===== src/rtl/cwg_pkg.sv =====
package cwg_pkg;

  typedef enum logic [2:0] {
    TK_START  = 3'd0,
    TK_SELECT = 3'd1,
    TK_ADDR   = 3'd2,
    TK_DATA   = 3'd3,
    TK_STOP   = 3'd4,
    TK_READ   = 3'd5
  } tok_kind_t;

  localparam logic TGT_CTL = 1'b0;
  localparam logic TGT_MEM = 1'b1;

  localparam logic [7:0] ARM_WEL  = 8'h02;
  localparam logic [7:0] ARM_BOTH = 8'h06;

  typedef struct packed {
    logic [1:0] pup;
    logic [1:0] wd;
    logic [1:0] bp;
  } nv_t;

  function automatic nv_t payload_fields(input logic [7:0] b);
    nv_t f;
    f.pup = {b[7], b[0]};
    f.wd  = b[6:5];
    f.bp  = b[4:3];
    return f;
  endfunction

  function automatic logic [7:0] ctl_image(input nv_t f, input logic rwel,
                                           input logic wel);
    return {f.pup[1], f.wd, f.bp, rwel, wel, f.pup[0]};
  endfunction

endpackage


===== src/rtl/cwg_protect.sv =====
module cwg_protect #(
  parameter int ADDR_W = 9
) (
  input  logic [ADDR_W-1:0] addr,
  input  logic [1:0]        bp,
  output logic              closed
);
  localparam logic [ADDR_W-1:0] QUARTER_BASE = ADDR_W'(3) << (ADDR_W - 2);
  localparam logic [ADDR_W-1:0] HALF_BASE    = ADDR_W'(1) << (ADDR_W - 1);

  always_comb begin
    unique case (bp)
      2'b00:   closed = 1'b0;
      2'b01:   closed = (addr >= QUARTER_BASE);
      2'b10:   closed = (addr >= HALF_BASE);
      default: closed = 1'b1;
    endcase
  end
endmodule


===== src/rtl/cwg_commit_timer.sv =====
module cwg_commit_timer #(
  parameter int CYCLES = 20
) (
  input  logic clk,
  input  logic rst_n,
  input  logic start,
  output logic busy,
  output logic done
);
  localparam int CW = (CYCLES > 1) ? $clog2(CYCLES + 1) : 1;

  logic [CW-1:0] left_q;

  assign done = busy && (left_q == '0);

  always_ff @(posedge clk or negedge rst_n) begin
    if (!rst_n) begin
      busy   <= 1'b0;
      left_q <= '0;
    end else if (start && !busy) begin
      busy   <= 1'b1;
      left_q <= CW'(CYCLES - 1);
    end else if (busy) begin
      if (left_q == '0) busy <= 1'b0;
      else left_q <= left_q - 1'b1;
    end
  end
endmodule


===== src/rtl/cwg_latch.sv =====
module cwg_latch
  import cwg_pkg::*;
#(
  parameter logic [5:0] NV_RESET = 6'b000000
) (
  input  logic       clk,
  input  logic       rst_n,
  input  logic       apply,
  input  logic [7:0] byte_in,
  input  logic       busy,
  input  logic       done,
  input  logic       prot_clear,
  output logic       wel,
  output logic       rwel,
  output logic       commit_start,
  output nv_t        nv
);
  nv_t pend_q;

  assign commit_start = apply && !busy && rwel && !byte_in[2];

  always_ff @(posedge clk or negedge rst_n) begin
    if (!rst_n) begin
      wel    <= 1'b0;
      rwel   <= 1'b0;
      nv     <= nv_t'(NV_RESET);
      pend_q <= nv_t'(NV_RESET);
    end else begin
      if (apply && !busy) begin
        if (rwel) begin
          if (!byte_in[2]) begin
            rwel   <= 1'b0;
            pend_q <= payload_fields(byte_in);
          end
        end else if (byte_in == ARM_WEL) begin
          wel <= 1'b1;
        end else if (byte_in == ARM_BOTH && wel) begin
          rwel <= 1'b1;
        end
      end
      if (prot_clear) rwel <= 1'b0;
      if (done) nv <= pend_q;
    end
  end
endmodule


===== src/rtl/ctlreg_write_guard.sv =====
module ctlreg_write_guard
  import cwg_pkg::*;
#(
  parameter int         ADDR_W        = 9,
  parameter int         COMMIT_CYCLES = 20,
  parameter logic [5:0] NV_RESET      = 6'b000000
) (
  input  logic              clk,
  input  logic              rst_n,
  input  logic              tok_valid,
  output logic              tok_ready,
  input  logic [2:0]        tok_kind,
  input  logic [ADDR_W-1:0] tok_data,
  output logic              rsp_valid,
  input  logic              rsp_ready,
  output logic              rsp_ack,
  output logic [7:0]        rsp_data,
  output logic              mem_we,
  output logic [ADDR_W-1:0] mem_addr,
  output logic [7:0]        mem_wdata,
  output logic              commit_busy,
  output logic [1:0]        wd_sel,
  output logic [1:0]        pup_sel,
  output logic [1:0]        bp_sel
);
  tok_kind_t         kind;
  logic              fire;
  logic              tgt_q, blk_q;
  logic [1:0]        nbytes_q;
  logic [7:0]        held_q;
  logic [ADDR_W-1:0] addr_q;
  logic              closed, prot_clear, apply;
  logic              wel_q, rwel_q, commit_start, done;
  nv_t               nv;
  logic              want_rsp, ack_n;

  assign kind      = tok_kind_t'(tok_kind);
  assign tok_ready = !rsp_valid || rsp_ready;
  assign fire      = tok_valid && tok_ready;

  cwg_protect #(.ADDR_W(ADDR_W)) u_prot (
    .addr(addr_q), .bp(nv.bp), .closed(closed)
  );

  assign prot_clear = fire && kind == TK_DATA && tgt_q == TGT_MEM && closed;
  assign apply = fire && kind == TK_STOP && tgt_q == TGT_CTL && !blk_q
                 && nbytes_q == 2'd1;

  cwg_latch #(.NV_RESET(NV_RESET)) u_latch (
    .clk(clk), .rst_n(rst_n), .apply(apply), .byte_in(held_q),
    .busy(commit_busy), .done(done), .prot_clear(prot_clear),
    .wel(wel_q), .rwel(rwel_q), .commit_start(commit_start), .nv(nv)
  );

  cwg_commit_timer #(.CYCLES(COMMIT_CYCLES)) u_timer (
    .clk(clk), .rst_n(rst_n), .start(commit_start),
    .busy(commit_busy), .done(done)
  );

  assign wd_sel  = nv.wd;
  assign pup_sel = nv.pup;
  assign bp_sel  = nv.bp;

  always_comb begin
    want_rsp = 1'b0;
    ack_n    = 1'b1;
    unique case (kind)
      TK_SELECT: begin
        want_rsp = 1'b1;
        ack_n    = !(tok_data[0] == TGT_CTL && commit_busy);
      end
      TK_ADDR: begin
        want_rsp = 1'b1;
        ack_n    = !blk_q;
      end
      TK_DATA: begin
        want_rsp = 1'b1;
        if (tgt_q == TGT_MEM) ack_n = !closed;
        else ack_n = !blk_q && nbytes_q == 2'd0 && !commit_busy;
      end
      TK_READ: begin
        want_rsp = 1'b1;
        ack_n    = !commit_busy;
      end
      default: ;
    endcase
  end

  always_ff @(posedge clk or negedge rst_n) begin
    if (!rst_n) begin
      tgt_q    <= TGT_CTL;
      blk_q    <= 1'b0;
      nbytes_q <= '0;
      held_q   <= '0;
      addr_q   <= '0;
    end else if (fire) begin
      unique case (kind)
        TK_START: begin
          tgt_q    <= TGT_CTL;
          blk_q    <= 1'b0;
          nbytes_q <= '0;
        end
        TK_SELECT: begin
          tgt_q <= tok_data[0];
          blk_q <= (tok_data[0] == TGT_CTL) && commit_busy;
        end
        TK_ADDR: addr_q <= tok_data;
        TK_DATA: begin
          if (tgt_q == TGT_MEM) addr_q <= addr_q + 1'b1;
          else begin
            if (nbytes_q == 2'd0) held_q <= tok_data[7:0];
            if (nbytes_q != 2'd3) nbytes_q <= nbytes_q + 1'b1;
          end
        end
        TK_STOP: begin
          nbytes_q <= '0;
          blk_q    <= 1'b0;
        end
        default: ;
      endcase
    end
  end

  always_ff @(posedge clk or negedge rst_n) begin
    if (!rst_n) begin
      rsp_valid <= 1'b0;
      rsp_ack   <= 1'b0;
      rsp_data  <= '0;
    end else if (fire && want_rsp) begin
      rsp_valid <= 1'b1;
      rsp_ack   <= ack_n;
      rsp_data  <= (kind == TK_READ) ? ctl_image(nv, rwel_q, wel_q) : 8'h00;
    end else if (rsp_ready) begin
      rsp_valid <= 1'b0;
    end
  end

  always_ff @(posedge clk or negedge rst_n) begin
    if (!rst_n) begin
      mem_we    <= 1'b0;
      mem_addr  <= '0;
      mem_wdata <= '0;
    end else begin
      mem_we <= fire && kind == TK_DATA && tgt_q == TGT_MEM && !closed;
      if (fire && kind == TK_DATA && tgt_q == TGT_MEM) begin
        mem_addr  <= addr_q;
        mem_wdata <= tok_data[7:0];
      end
    end
  end
endmodule


===== config.mk =====
export PLATFORM = sky130hd
export DESIGN_NAME = ctlreg_write_guard
export DESIGN_NICKNAME = d
export VERILOG_FILES = /design/src/rtl/cwg_pkg.sv /design/src/rtl/cwg_protect.sv /design/src/rtl/cwg_commit_timer.sv /design/src/rtl/cwg_latch.sv /design/src/rtl/ctlreg_write_guard.sv
export SDC_FILE = /design/constraint.sdc
export NUM_CORES = 1
export LEC_CHECK = 0
export ABC_AREA = 1
export BUFFER_PORTS_ARGS = -buffer_cell sky130_fd_sc_hd__buf_2
export CORE_MARGIN = 2
export CORE_UTILIZATION = 41
export DETAILED_ROUTE_END_ITERATION = 16
export GPL_TIMING_DRIVEN = 1
export PLACE_DENSITY_LB_ADDON = 0.2
export SYNTH_ARGS = -nofsm -noshare
export SYNTH_HDL_FRONTEND = slang
export SYNTH_SLANG_ARGS = --single-unit

===== constraint.sdc =====
create_clock -name clk -period 1.9 [get_ports clk]
set_clock_uncertainty 0.15 [all_clocks]
set_input_delay 0.095 -clock clk [delete_from_list [all_inputs] [get_ports clk]]
set_output_delay 0.095 -clock clk [all_outputs]
set_load 0.01 [all_outputs]

* Word-level counts from Yosys, hierarchy flattened *
Index checks and enable logic that the tools add are counted.

operators by class
  $lt $le $gt $ge = 2
  $add $sub $neg = 3
  reductions and logical operators = 47
  muxes and demuxes = 26
  bitwise operators = 4
  equality and inequality tests = 15

operator list
  cell                                                                   number
  1-bit logical AND                                                      19
  9-bit >= comparator, second input constant                             2
  9-bit one-hot mux with 2 select lines                                  1
  5-bit two-way mux                                                      3
  2-bit nonzero test                                                     7
  1-bit two-way mux                                                      13
  9-bit by 1-bit adder with 9-bit output, second input constant          1
  9-bit two-way mux                                                      1
  3-bit AND reduction                                                    3
  8-bit by 2-bit equality test with 1-bit output, second input constant  1
  8-bit by 3-bit equality test with 1-bit output, second input constant  1
  8-bit two-way mux                                                      1
  2-bit != test, second input constant                                   4
  4-bit AND reduction                                                    2
  3-bit by 2-bit equality test with 1-bit output, second input constant  2
  3-bit equality test, second input constant                             2
  1-bit zero test                                                        6
  2-bit AND reduction                                                    3
  5-bit zero test                                                        1
  5-bit by 1-bit subtractor with 5-bit output, second input constant     1
  2-bit by 1-bit equality test with 1-bit output, second input constant  2
  2-bit zero test                                                        2
  2-bit two-way mux                                                      2
  1-bit inverter                                                         4
  other kinds (12)                                                       13

storage, ports and cells
  output and inout port bits = 36
  input port bits = 16
  register bits = 69
  word-level logic and storage cells = 118

* Depth between registers and ports, before layout *
Gate-level depths: netlist (run 1).

  depth in word-level cells = 13
  depth in mapped cells = 10

* Cells and area by module *
From an unflattened synthesis (run 1), not the netlist that was laid out.

unflattened totals
  cells, all modules = 404
  area, all modules = 3,409.5 µm²

by module, submodules not included
  module              area an instance (µm²)  times used  cells an instance
  ctlreg_write_guard  2,419.8                 1           297
  cwg_latch           631.9                   1           63
  cwg_commit_timer    344.1                   1           41
  cwg_protect         13.8                    1           3

* Worst setup path before layout (run 1) *
No wires, ideal clock.

  path type = register to register
  start = register nbytes_q[1]
  end = register u_timer.left_q[3]
  cell stages (with the launch flop) = 11
  data required time = 1.636 ns
  arrival = 1.314 ns
  slack = 0.322 ns
  period minus slack after synthesis = 1.578 ns
  library setup time = 0.114 ns
  cell sequence = dfrtp_1 inv_1 ha_1 inv_1 nor2_1 nand2_1 nor2_2 nand3_2 buf_2 nand2_1 nor2_1

on the way
  word-level cells in the longest chain between the ends = 8

ends and longest elaborated chain
  item                                                                  RTL line                   text
  from (decl)                                                           ctlreg_write_guard.sv:29   logic [1:0] nbytes_q;
  from (signal assigned)                                                ctlreg_write_guard.sv:112  if (nbytes_q != 2'd3) nbytes_q <= nbytes_q + 1'b1;
  2-bit by 1-bit equality test with 1-bit output *                      ctlreg_write_guard.sv:47   && nbytes_q == 2'd1;
  1-bit logical AND *                                                   ctlreg_write_guard.sv:47
  1-bit logical AND * (3 in series)                                     cwg_latch.sv:20            assign commit_start = apply && !busy && rwel && !byte_in[2];
  1-bit logical AND *                                                   cwg_commit_timer.sv:20     end else if (start && !busy) begin
  2-bit != test (no line) / 2-bit nonzero test (equally long branches)  --
  2-bit AND reduction (no line)                                         --
  to (signal assigned)                                                  cwg_commit_timer.sv:22     left_q <= CW'(CYCLES - 1);
  to (signal assigned)                                                  cwg_commit_timer.sv:25     else left_q <= left_q - 1'b1;
  to (decl)                                                             cwg_commit_timer.sv:12     logic [CW-1:0] left_q;

Mark *: on every way between the ends. The rest lies on a longest branch, timed or not.
A chain may end at the register's enable or synchronous reset.

* Worst setup path after layout (run 1) *
  start = input port rsp_ready
  end = register tgt_q

on the way
  word-level cells in the longest chain between the ends = 3

ends and longest elaborated chain
  item                           RTL line                   text
  from (decl)                    ctlreg_write_guard.sv:15   input logic rsp_ready,
  1-bit logical OR               ctlreg_write_guard.sv:38   assign tok_ready = !rsp_valid || rsp_ready;
  1-bit logical AND              ctlreg_write_guard.sv:39   assign fire = tok_valid && tok_ready;
  2-bit AND reduction (no line)  --
  to (signal assigned)           ctlreg_write_guard.sv:104  tgt_q <= tok_data[0];
  to (decl)                      ctlreg_write_guard.sv:28   logic tgt_q, blk_q;

Every way passes these cells.

==> impl_metrics.env, run 1 <==
export IMPL_syn_area_mm2=0.00338
export IMPL_synth_largest_area_cell="dfrtp_1"
export IMPL_post_cts_buffers=0
export IMPL_finalSetupTns_ns=0
export IMPL_total_power_w=0.00479
export IMPL_max_slew_margin=0.668
export IMPL_grt_pass1_wl_mm=12.8
export IMPL_start_kind="primary input"
export IMPL_status="finished clean"
export IMPL_layout_commonest_cell="nand2_1"
export IMPL_core_rowCount=33
export IMPL_tightestPinTransition_ns=0.496
export IMPL_dieWidth_um=94.8
export IMPL_powerDensity_mw_per_mm2=1160
export IMPL_r2r_end="tgt_q"
export IMPL_syn_nets=431
export IMPL_synth_distinct_cells=31
export IMPL_core_area_mm2=0.00809
export IMPL_worstRegToRegCells=6
export IMPL_grtUsageTotal=0.185
export IMPL_clock_sinks=69
export IMPL_n_antenna_cell=0
export IMPL_max_freq_mhz=559
export IMPL_fin_area_mm2=0.00414
export IMPL_grt_pass1_vias=2720
export IMPL_drt_iter0_drc=159
export IMPL_drc=0
export IMPL_most_common_layout_cells="nand2_1 (111), dfrtp_1 (68), buf_2 (51), nor2_1 (48), inv_1 (45)"
export IMPL_clock_latency_ns=0.34
export IMPL_drv_cap=0
export IMPL_yosys_register_bits=69
export IMPL_syn2layout_area_growth_pct=22.7
export IMPL_period_needed_ns=1.79
export IMPL_worstPathRequired_ns=1.97
export IMPL_gp_congestion=0.798
export IMPL_via_count=2829
export IMPL_endpoint_kind="flop"
export IMPL_hp_class="in2reg"
export IMPL_fin_crit_sh=0.942
export IMPL_nets=503
export IMPL_hold_path_end="tgt_q"
export IMPL_start_util=0.417
export IMPL_min_delay_path_depth=3
export IMPL_antenna_found_initial=0
export IMPL_ioPinCount=52
export IMPL_grt_max_degree=70
export IMPL_syn_inst=408
export IMPL_final_setup_viol_count=0
export IMPL_crit_type="in2reg"
export IMPL_ant_nets=0
export IMPL_wl_per_cell_um=12.8
export IMPL_synth_area_leaders="dfrtp_1 (51%), nand2_1 (12%), nor2_1 (5.3%)"
export IMPL_drive_above_1_share=0.204
export IMPL_ir_drop_uv=510
export IMPL_finalWirelength_mm=7.53
export IMPL_die_y_um=94.8
export IMPL_yosysSeqAreaShare=0.511
export IMPL_reg2reg_from="rsp_valid"
export IMPL_root_buffer="clkbuf_8"
export IMPL_dr_pass1_iters=4
export IMPL_hold_start="tok_kind[2]"
export IMPL_cts_clk_slew_worst_paths_ns=0.08
export IMPL_ctsLongestPathBuffers=2
export IMPL_finalHoldViolCount=0
export IMPL_yosysWarnings=0
export IMPL_worstPathArrival_ns=1.86
export IMPL_r2r_slack_ns=0.12
export IMPL_dp_hpwl_mm=5.28
export IMPL_yosys_area_top_type_share=0.511
export IMPL_portBuffers=51
export IMPL_finalMaxSlewViolations=0
export IMPL_finalWorstSetupSlack_ns=0.111
export IMPL_place_ws_ns=0.132
export IMPL_cts_tree="done"
export IMPL_worstPathMaxFanout=5
export IMPL_p_leak_nw=2.16
export IMPL_overflow=0
export IMPL_rsz0062_at_grt="false"
export IMPL_cts_buffers=9
export IMPL_h_tree_depth=3
export IMPL_dieArea_mm2=0.00898
export IMPL_via_per_inst=4.79
export IMPL_avgSynthCellArea_um2=8.28
export IMPL_place_area_mm2=0.00376
## through the flow
step,instances,hold slack [ns],utilization
6_report,590,0.0308,0.512
5_1_grt,590,0.0485,0.512
4_1_cts,590,0.0175,0.509
3_5_place_dp,561,0.00140,0.465
3_3_place_gp,561,-0.000360,0.465
2_1_floorplan,408,-0.351,-
## worst max path at each step
stage | from | end | slack (ns) | cells after the start
floorplan | nbytes_q[1] | u_timer.left_q[3] | 0.32 | 10
global placement | nbytes_q[1] | u_latch.pend_q[2] | 0.23 | 9
detailed placement | nbytes_q[1] | u_latch.pend_q[2] | 0.13 | 9
CTS | rsp_valid | tgt_q | 0.04 | 6
global route | rsp_valid | tgt_q | 0.02 | 6
finish | rsp_ready | tgt_q | 0.11 | 9
## what timing repair did
| item | in CTS | in global routing |
|---|---|---|
| hold endpoints to repair | 94 | 0 |
| resized for setup | 0 | 6 |
| endpoints found under the setup margin | 0 | 12 |
| hold buffers | 13 | 0 |
## cell families (layout without fill, tap and decap cells)
group / count (synthesis) / after routing / synth area share
buf+inv: 56 / 133 / 0.0719
simple gates: 216 / 216 / 0.285
flops: 69 / 69 / 0.511
fa+ha+maj: 7 / 7 / 0.0259
compound gates: 60 / 60 / 0.106
## final cells by class
cell class / count / area (µm²)
multi-input cells: 283 / 1430
clock buffers: 11 / 151
inverters: 49 / 184
fillers: 802 / 3950
clock inverters: 5 / 81.3
repair buffers: 68 / 440
well taps: 105 / 131
flip-flops and latches: 69 / 1730
## worst max-delay path: stages
cell and delay (ns):
dlygate4sd3_1 0.53, buf_2 0.12, inv_1 0.11, nand2_2 0.10
nand2_4 0.12, nor3_2 0.05, nand3_1 0.07, dlygate4sd3_1 0.57
o21ai_0 0.10
## where the power goes
| part | switching, W | internal, W | total, W |
|---|---|---|---|
| clock | 0.000575 | 0.000814 | 0.00139 |
| sequential | 0.000274 | 0.00184 | 0.00212 |
| combinational | 0.000775 | 0.000513 | 0.00129 |
## cell usage after synthesis, drive strengths merged
cell / number
nand2: 116
dfrtp: 69
nor2: 51
inv: 48
nand3: 34
o21ai: 32
a21oi: 21
buf: 7
ha: 7
nand4: 7
nor3: 6
o211ai: 3
o21bai: 2
a21boi: 1
clkinv: 1
nand3b: 1
o21a: 1
or2: 1
## sequential cells by signal (all words and copies together), names as in the netlist, 5 cells and up
register / count
u_timer.left_q: 5
addr_q: 9
mem_addr: 9
mem_wdata: 8
u_latch.nv: 6
held_q: 8
u_latch.pend_q: 6
rsp_data: 8
## per-layer routing
layer	global-route usage	up-vias	routed length, µm
met5	0	-	0
met4	0.0652	0	72
met3	0.0367	5	346
met2	0.297	67	3470
met1	0.250	1300	3640
li1	-	1457	-
Note: power is estimated with default switching activity, not from simulation.
==> inputs of run 2 (changes only) <==
MAX_ROUTING_LAYER = met4   (was unset)
SETUP_SLACK_MARGIN = 0.5   (was unset)
SKIP_CTS_REPAIR_TIMING = 1   (was unset)
==> run 2 against run 1 <==
Net effect:
- worst hold slack got worse by 0.021 ns
- worst setup slack improved by 0.14 ns
- critical path depth increased by 1
- maximum frequency up 8.8%
- wire length grew 24%
- critical path type is now reg2reg
- largest power group unchanged
==> impl_metrics.env, run 2 (same netlist as run 1, synthesis figures left out) <==
export IMPL_ioPinCount=52
export IMPL_dr_pass1_iters=4
export IMPL_fin_area_mm2=0.00487
export IMPL_final_setup_viol_count=0
export IMPL_drt_iter0_drc=228
export IMPL_drive_above_1_share=0.395
export IMPL_worstPathArrival_ns=1.75
export IMPL_wl_per_cell_um=15.1
export IMPL_die_y_um=94.8
export IMPL_cts_buffers=9
export IMPL_syn2layout_area_growth_pct=44.3
export IMPL_start_util=0.417
export IMPL_h_tree_depth=3
export IMPL_via_count=3112
export IMPL_reg_top3="addr_q: 9 flops, mem_addr: 9 flops"
export IMPL_drc=0
export IMPL_max_slew_margin=0.447
export IMPL_finalHoldViolCount=0
export IMPL_nets=529
export IMPL_finalMaxSlewViolations=0
export IMPL_layout_commonest_cell="nand2_1"
export IMPL_finalWirelength_mm=9.32
export IMPL_drv_cap=0
export IMPL_overflow=0
export IMPL_grt_max_degree=70
export IMPL_crit_type="reg2reg"
export IMPL_max_freq_mhz=608
export IMPL_place_area_mm2=0.00378
export IMPL_ctsLongestPathBuffers=2
export IMPL_grtUsageTotal=0.189
export IMPL_grt_pass1_wl_mm=12.7
export IMPL_portBuffers=51
export IMPL_cts_tree="done"
export IMPL_finalSetupTns_ns=0
export IMPL_ir_drop_uv=735
export IMPL_clock_latency_ns=0.35
export IMPL_dieArea_mm2=0.00898
export IMPL_core_area_mm2=0.00809
export IMPL_clock_sinks=69
export IMPL_dp_hpwl_mm=5.44
export IMPL_n_antenna_cell=0
export IMPL_fin_crit_sh=0.866
export IMPL_rsz0062_at_grt="true"
export IMPL_status="finished clean"
export IMPL_worstPathMaxFanout=5
export IMPL_grt_pass1_vias=2625
export IMPL_tightestPinTransition_ns=0.826
export IMPL_via_per_inst=5.05
export IMPL_root_buffer="clkbuf_8"
export IMPL_start_kind="flop"
export IMPL_endpoint_kind="flop"
export IMPL_powerDensity_mw_per_mm2=1090
export IMPL_worstPathRequired_ns=2.01
export IMPL_gp_congestion=0.809
export IMPL_hp_class="in2reg"
export IMPL_antenna_found_initial=0
export IMPL_p_leak_nw=2.39
export IMPL_period_needed_ns=1.65
export IMPL_fill_cells=735
export IMPL_ant_nets=0
export IMPL_core_rowCount=33
export IMPL_cts_clk_slew_worst_paths_ns=0.09
export IMPL_most_common_layout_cells="nand2_1 (104), dfrtp_1 (66), buf_2 (51), inv_1 (39), nor2_1 (24)"
export IMPL_dieWidth_um=94.8
-- run 2: cell types whose count changed in the layout (fill, tap and decap cells not counted), sizes merged --
cell | previous run | this run
buf | 55 | 77
clkinv | 1 | 4
dlygate4sd3 | 13 | 10
clkbuf | 11 | 13
nand3 | 34 | 36
bufinv | 2 | 1
nand2 | 116 | 117
-- run 2: worst paths after layout --
kind	to	startpoint	depth (start not counted)	slack [ns]
worst max register to register	u_latch.pend_q[0]	nbytes_q[1]	10	0.25
worst max-delay path	u_latch.pend_q[0]	nbytes_q[1]	10	0.25
worst min register to register	rsp_data[4]	rsp_data[4]	2	0.32
max in group asynchronous	addr_q[1]	rst_n	3	1.10
min in group asynchronous	rsp_valid	rst_n	3	0.12
worst min-delay path	tgt_q	tok_kind[2]	4	0.01
-- run 2: power by group --
group	switching [W]	internal, W
Sequential	0.000391	0.00185
Clock	0.000619	0.000611
Combinational	0.00102	0.000847
-- run 2: area by class of cell --
cell class                 count  area (µm²)  share of cell area
sequential                    69        1730               0.355
inverter                      49         189              0.0388
timing repair buffer          91         759               0.156
tap                          105         131              0.0270
clock buffer                   9         124              0.0254
multi-input combinational    286        1870               0.383
clock inverter                 7        73.8              0.0151
-- run 2: stage by stage --
stage	util	setup slack [ns]	hold WS (ns)	cells	total power, W
4_1_cts	0.492	0.140	-0.380	579	0.00466
3_5_place_dp	0.468	0.148	-0.00193	563	0.00343
5_1_grt	0.602	0.203	0.0332	616	0.00568
2_1_floorplan	-	0.349	-0.351	408	0.00302
3_3_place_gp	0.468	0.226	0.00171	563	0.00338
6_report	0.602	0.255	0.00958	616	0.00533
-- run 2: critical path, cell delays in order (launching register included) --
cell and delay [ns]:
dfrtp_1 0.40, inv_2 0.09, ha_4 0.13, inv_2 0.04, nor2_2 0.11, nand2_2 0.07
nor2_4 0.24, buf_6 0.14, nand4_1 0.07, nand2_1 0.08, inv_1 0.03
-- run 2: metal layers --
metal,vias to the layer above,GRT usage,routed length (µm)
li1,1517,-,-
met1,1490,0.260,4240
met2,89,0.278,4520
met3,16,0.0447,402
met4,0,0.0604,161
met5,-,-,0
==> inputs of run 3 (changes only) <==
==> constraint.sdc (replaced) <==
create_clock -name clk -period 1.9 [get_ports clk]
set_clock_uncertainty 0.15 [all_clocks]
set_input_delay 0 -clock clk [delete_from_list [all_inputs] [get_ports clk]]
set_output_delay 0 -clock clk [all_outputs]
set_load 0.01 [all_outputs]
==> run 3 against run 2 <==
Net effect:
- utilization rose by 0.37 points
- largest cell class unchanged
- the run now ends with hold timing left
- register-to-register slack about the same
- wire length shrank 1.3%
- combinational power is 3% lower
- global-route usage about the same
- first-iteration DRC count fell by 47%
- critical path depth unchanged
- sequential share of layout area shrank 0.24 points
- largest power group unchanged
- sequential power hardly changed
- highest routed layer unchanged
- critical path type unchanged
==> impl_metrics.env, run 3 (same netlist as run 1, synthesis figures left out) <==
export IMPL_overflow=0
export IMPL_finalSetupTns_ns=0
export IMPL_dieWidth_um=94.8
export IMPL_dr_pass1_iters=4
export IMPL_reg_top3="addr_q: 9 flops, mem_addr: 9 flops"
export IMPL_ctsLongestPathBuffers=2
export IMPL_finalWorstSetupSlack_ns=0.267
export IMPL_max_freq_mhz=612
export IMPL_syn2layout_area_growth_pct=45.2
export IMPL_worstPathArrival_ns=1.74
export IMPL_ir_drop_uv=684
export IMPL_fill_cells=711
export IMPL_fin_util=0.606
export IMPL_crit_type="reg2reg"
export IMPL_die_y_um=94.8
export IMPL_worstPathRequired_ns=2.01
export IMPL_path_buf_inv=4
export IMPL_via_per_inst=5.04
export IMPL_final_setup_viol_count=0
export IMPL_clock_sinks=69
export IMPL_hold_path_end="rsp_valid"
export IMPL_grtUsageTotal=0.189
export IMPL_powerDensity_mw_per_mm2=1150
export IMPL_r2r_slack_ns=0.27
export IMPL_violations="hold timing"
export IMPL_status="complete, but fails checks"
export IMPL_holdWs_ns=-0.0618
export IMPL_hold_start="rsp_ready"
export IMPL_cpMaxStageDelayCell="dfrtp_1"
export IMPL_endpoint_kind="flop"
export IMPL_tightestPinTransition_ns=0.805
export IMPL_rsz0062_at_grt="true"
export IMPL_finalNonFillerCells=615
export IMPL_clock_latency_ns=0.35
export IMPL_start_util=0.417
export IMPL_grt_pass1_vias=2560
export IMPL_ant_nets=0
export IMPL_cts_buffers=9
export IMPL_p_leak_nw=2.42
export IMPL_n_antenna_cell=0
export IMPL_path_cells="inv_2 > ha_4 > inv_2 > nor2_2 > nand2_2 > nor2_4 > buf_6 > nand4_1 > nand2_1 > inv_1"
export IMPL_drv_cap=0
export IMPL_gp_congestion=0.807
export IMPL_cts_clk_slew_worst_paths_ns=0.08
export IMPL_finalHoldViolCount=4
export IMPL_min_delay_path_depth=5
export IMPL_start_kind="flop"
export IMPL_worstPathMaxFanout=4
export IMPL_h_tree_depth=3
export IMPL_cts_tree="done"
export IMPL_most_common_layout_cells="nand2_1 (108), dfrtp_1 (67), buf_2 (51), inv_1 (40), nor2_1 (22)"
export IMPL_antenna_found_initial=0
export IMPL_period_needed_ns=1.63
export IMPL_core_area_mm2=0.00809
export IMPL_via_count=3099
export IMPL_finalWirelength_mm=9.20
export IMPL_fin_crit_sh=0.860
export IMPL_crit_family="simple AND/OR/NAND/NOR gates"
export IMPL_dp_hpwl_mm=5.42
export IMPL_grt_pass1_wl_mm=12.6
export IMPL_hp_class="in2reg"
export IMPL_drt_iter0_drc=120
export IMPL_core_rowCount=33
export IMPL_root_buffer="clkbuf_8"
export IMPL_layout_commonest_cell="nand2_1"
export IMPL_ioPinCount=52
export IMPL_grt_max_degree=70
export IMPL_place_ws_ns=0.123
export IMPL_reg2reg_from="nbytes_q[1]"
export IMPL_drc=0
export IMPL_max_slew_margin=0.462
export IMPL_portBuffers=51
export IMPL_drive_above_1_share=0.380
export IMPL_place_inst=562
export IMPL_finalMaxSlewViolations=0
export IMPL_crit_path_max_incr_delay_ns=0.41
export IMPL_r2r_end="u_latch.pend_q[0]"
export IMPL_dieArea_mm2=0.00898
export IMPL_cp_common_cell="inv_2"
export IMPL_worstRegToRegCells=10
export IMPL_wl_per_cell_um=15.0
export IMPL_nets=528
[run 3: cell count changes in the layout (fill, tap and decap cells not counted), moves of 3 or more]
cell,before,now
nand3_1,22,19
o21ai_1,11,14
nor2_2,5,8
nand2_4,6,3
nand2_1,104,108
dlygate4sd3_1,10,13
nand3_2,11,14
bufinv_16,1,4
[run 3: worst max path at each step]
stage | from | to | slack, ns | cells past startpoint
after CTS | nbytes_q[1] | u_latch.rwel | 0.12 | 9
after global placement | nbytes_q[1] | u_latch.pend_q[3] | 0.22 | 9
after global routing | nbytes_q[1] | u_latch.pend_q[0] | 0.18 | 10
final | nbytes_q[1] | u_latch.pend_q[0] | 0.27 | 10
after detailed placement | nbytes_q[1] | u_latch.pend_q[3] | 0.12 | 9
after floorplan | nbytes_q[1] | u_timer.left_q[3] | 0.35 | 10
[run 3: final cells by class]
| type | count | area [µm²] | share of cell area |
|---|---|---|---|
| sequential | 69 | 1730 | 0.353 |
| tap | 105 | 131 | 0.0268 |
| inverter | 49 | 186 | 0.0380 |
| timing repair buffer | 91 | 746 | 0.152 |
| clock buffer | 10 | 128 | 0.0260 |
| clock inverter | 6 | 134 | 0.0273 |
| multi-input combinational | 285 | 1850 | 0.377 |
[run 3: stage by stage]
step	cell area, µm²	power (W)
2_1_floorplan	3400	0.00302
3_5_place_dp	3780	0.00343
5_1_grt	4900	0.00597
3_3_place_gp	3780	0.00338
4_1_cts	4040	0.00503
6_report	4900	0.00562
[run 3: worst min-delay path: stages]
cell and delay (ns):
buf_2 0.08, inv_1 0.07, nand2_2 0.11, buf_4 0.11, nand2_1 0.04
[run 3: routing by layer]
metal	share of wire	track usage	vias to the layer above
met5	0	-	-
met4	0.025	0.0930	0
met3	0.046	0.0375	18
met2	0.48	0.266	94
met1	0.45	0.261	1469
li1	-	-	1518
[run 3: where the power goes]
group,internal (W),total (W),switching [W],leakage [nW]
Sequential,0.00184,0.00222,0.000379,0.879
Clock,0.00101,0.00160,0.000596,0.131
Combinational,0.000807,0.00180,0.000989,1.41
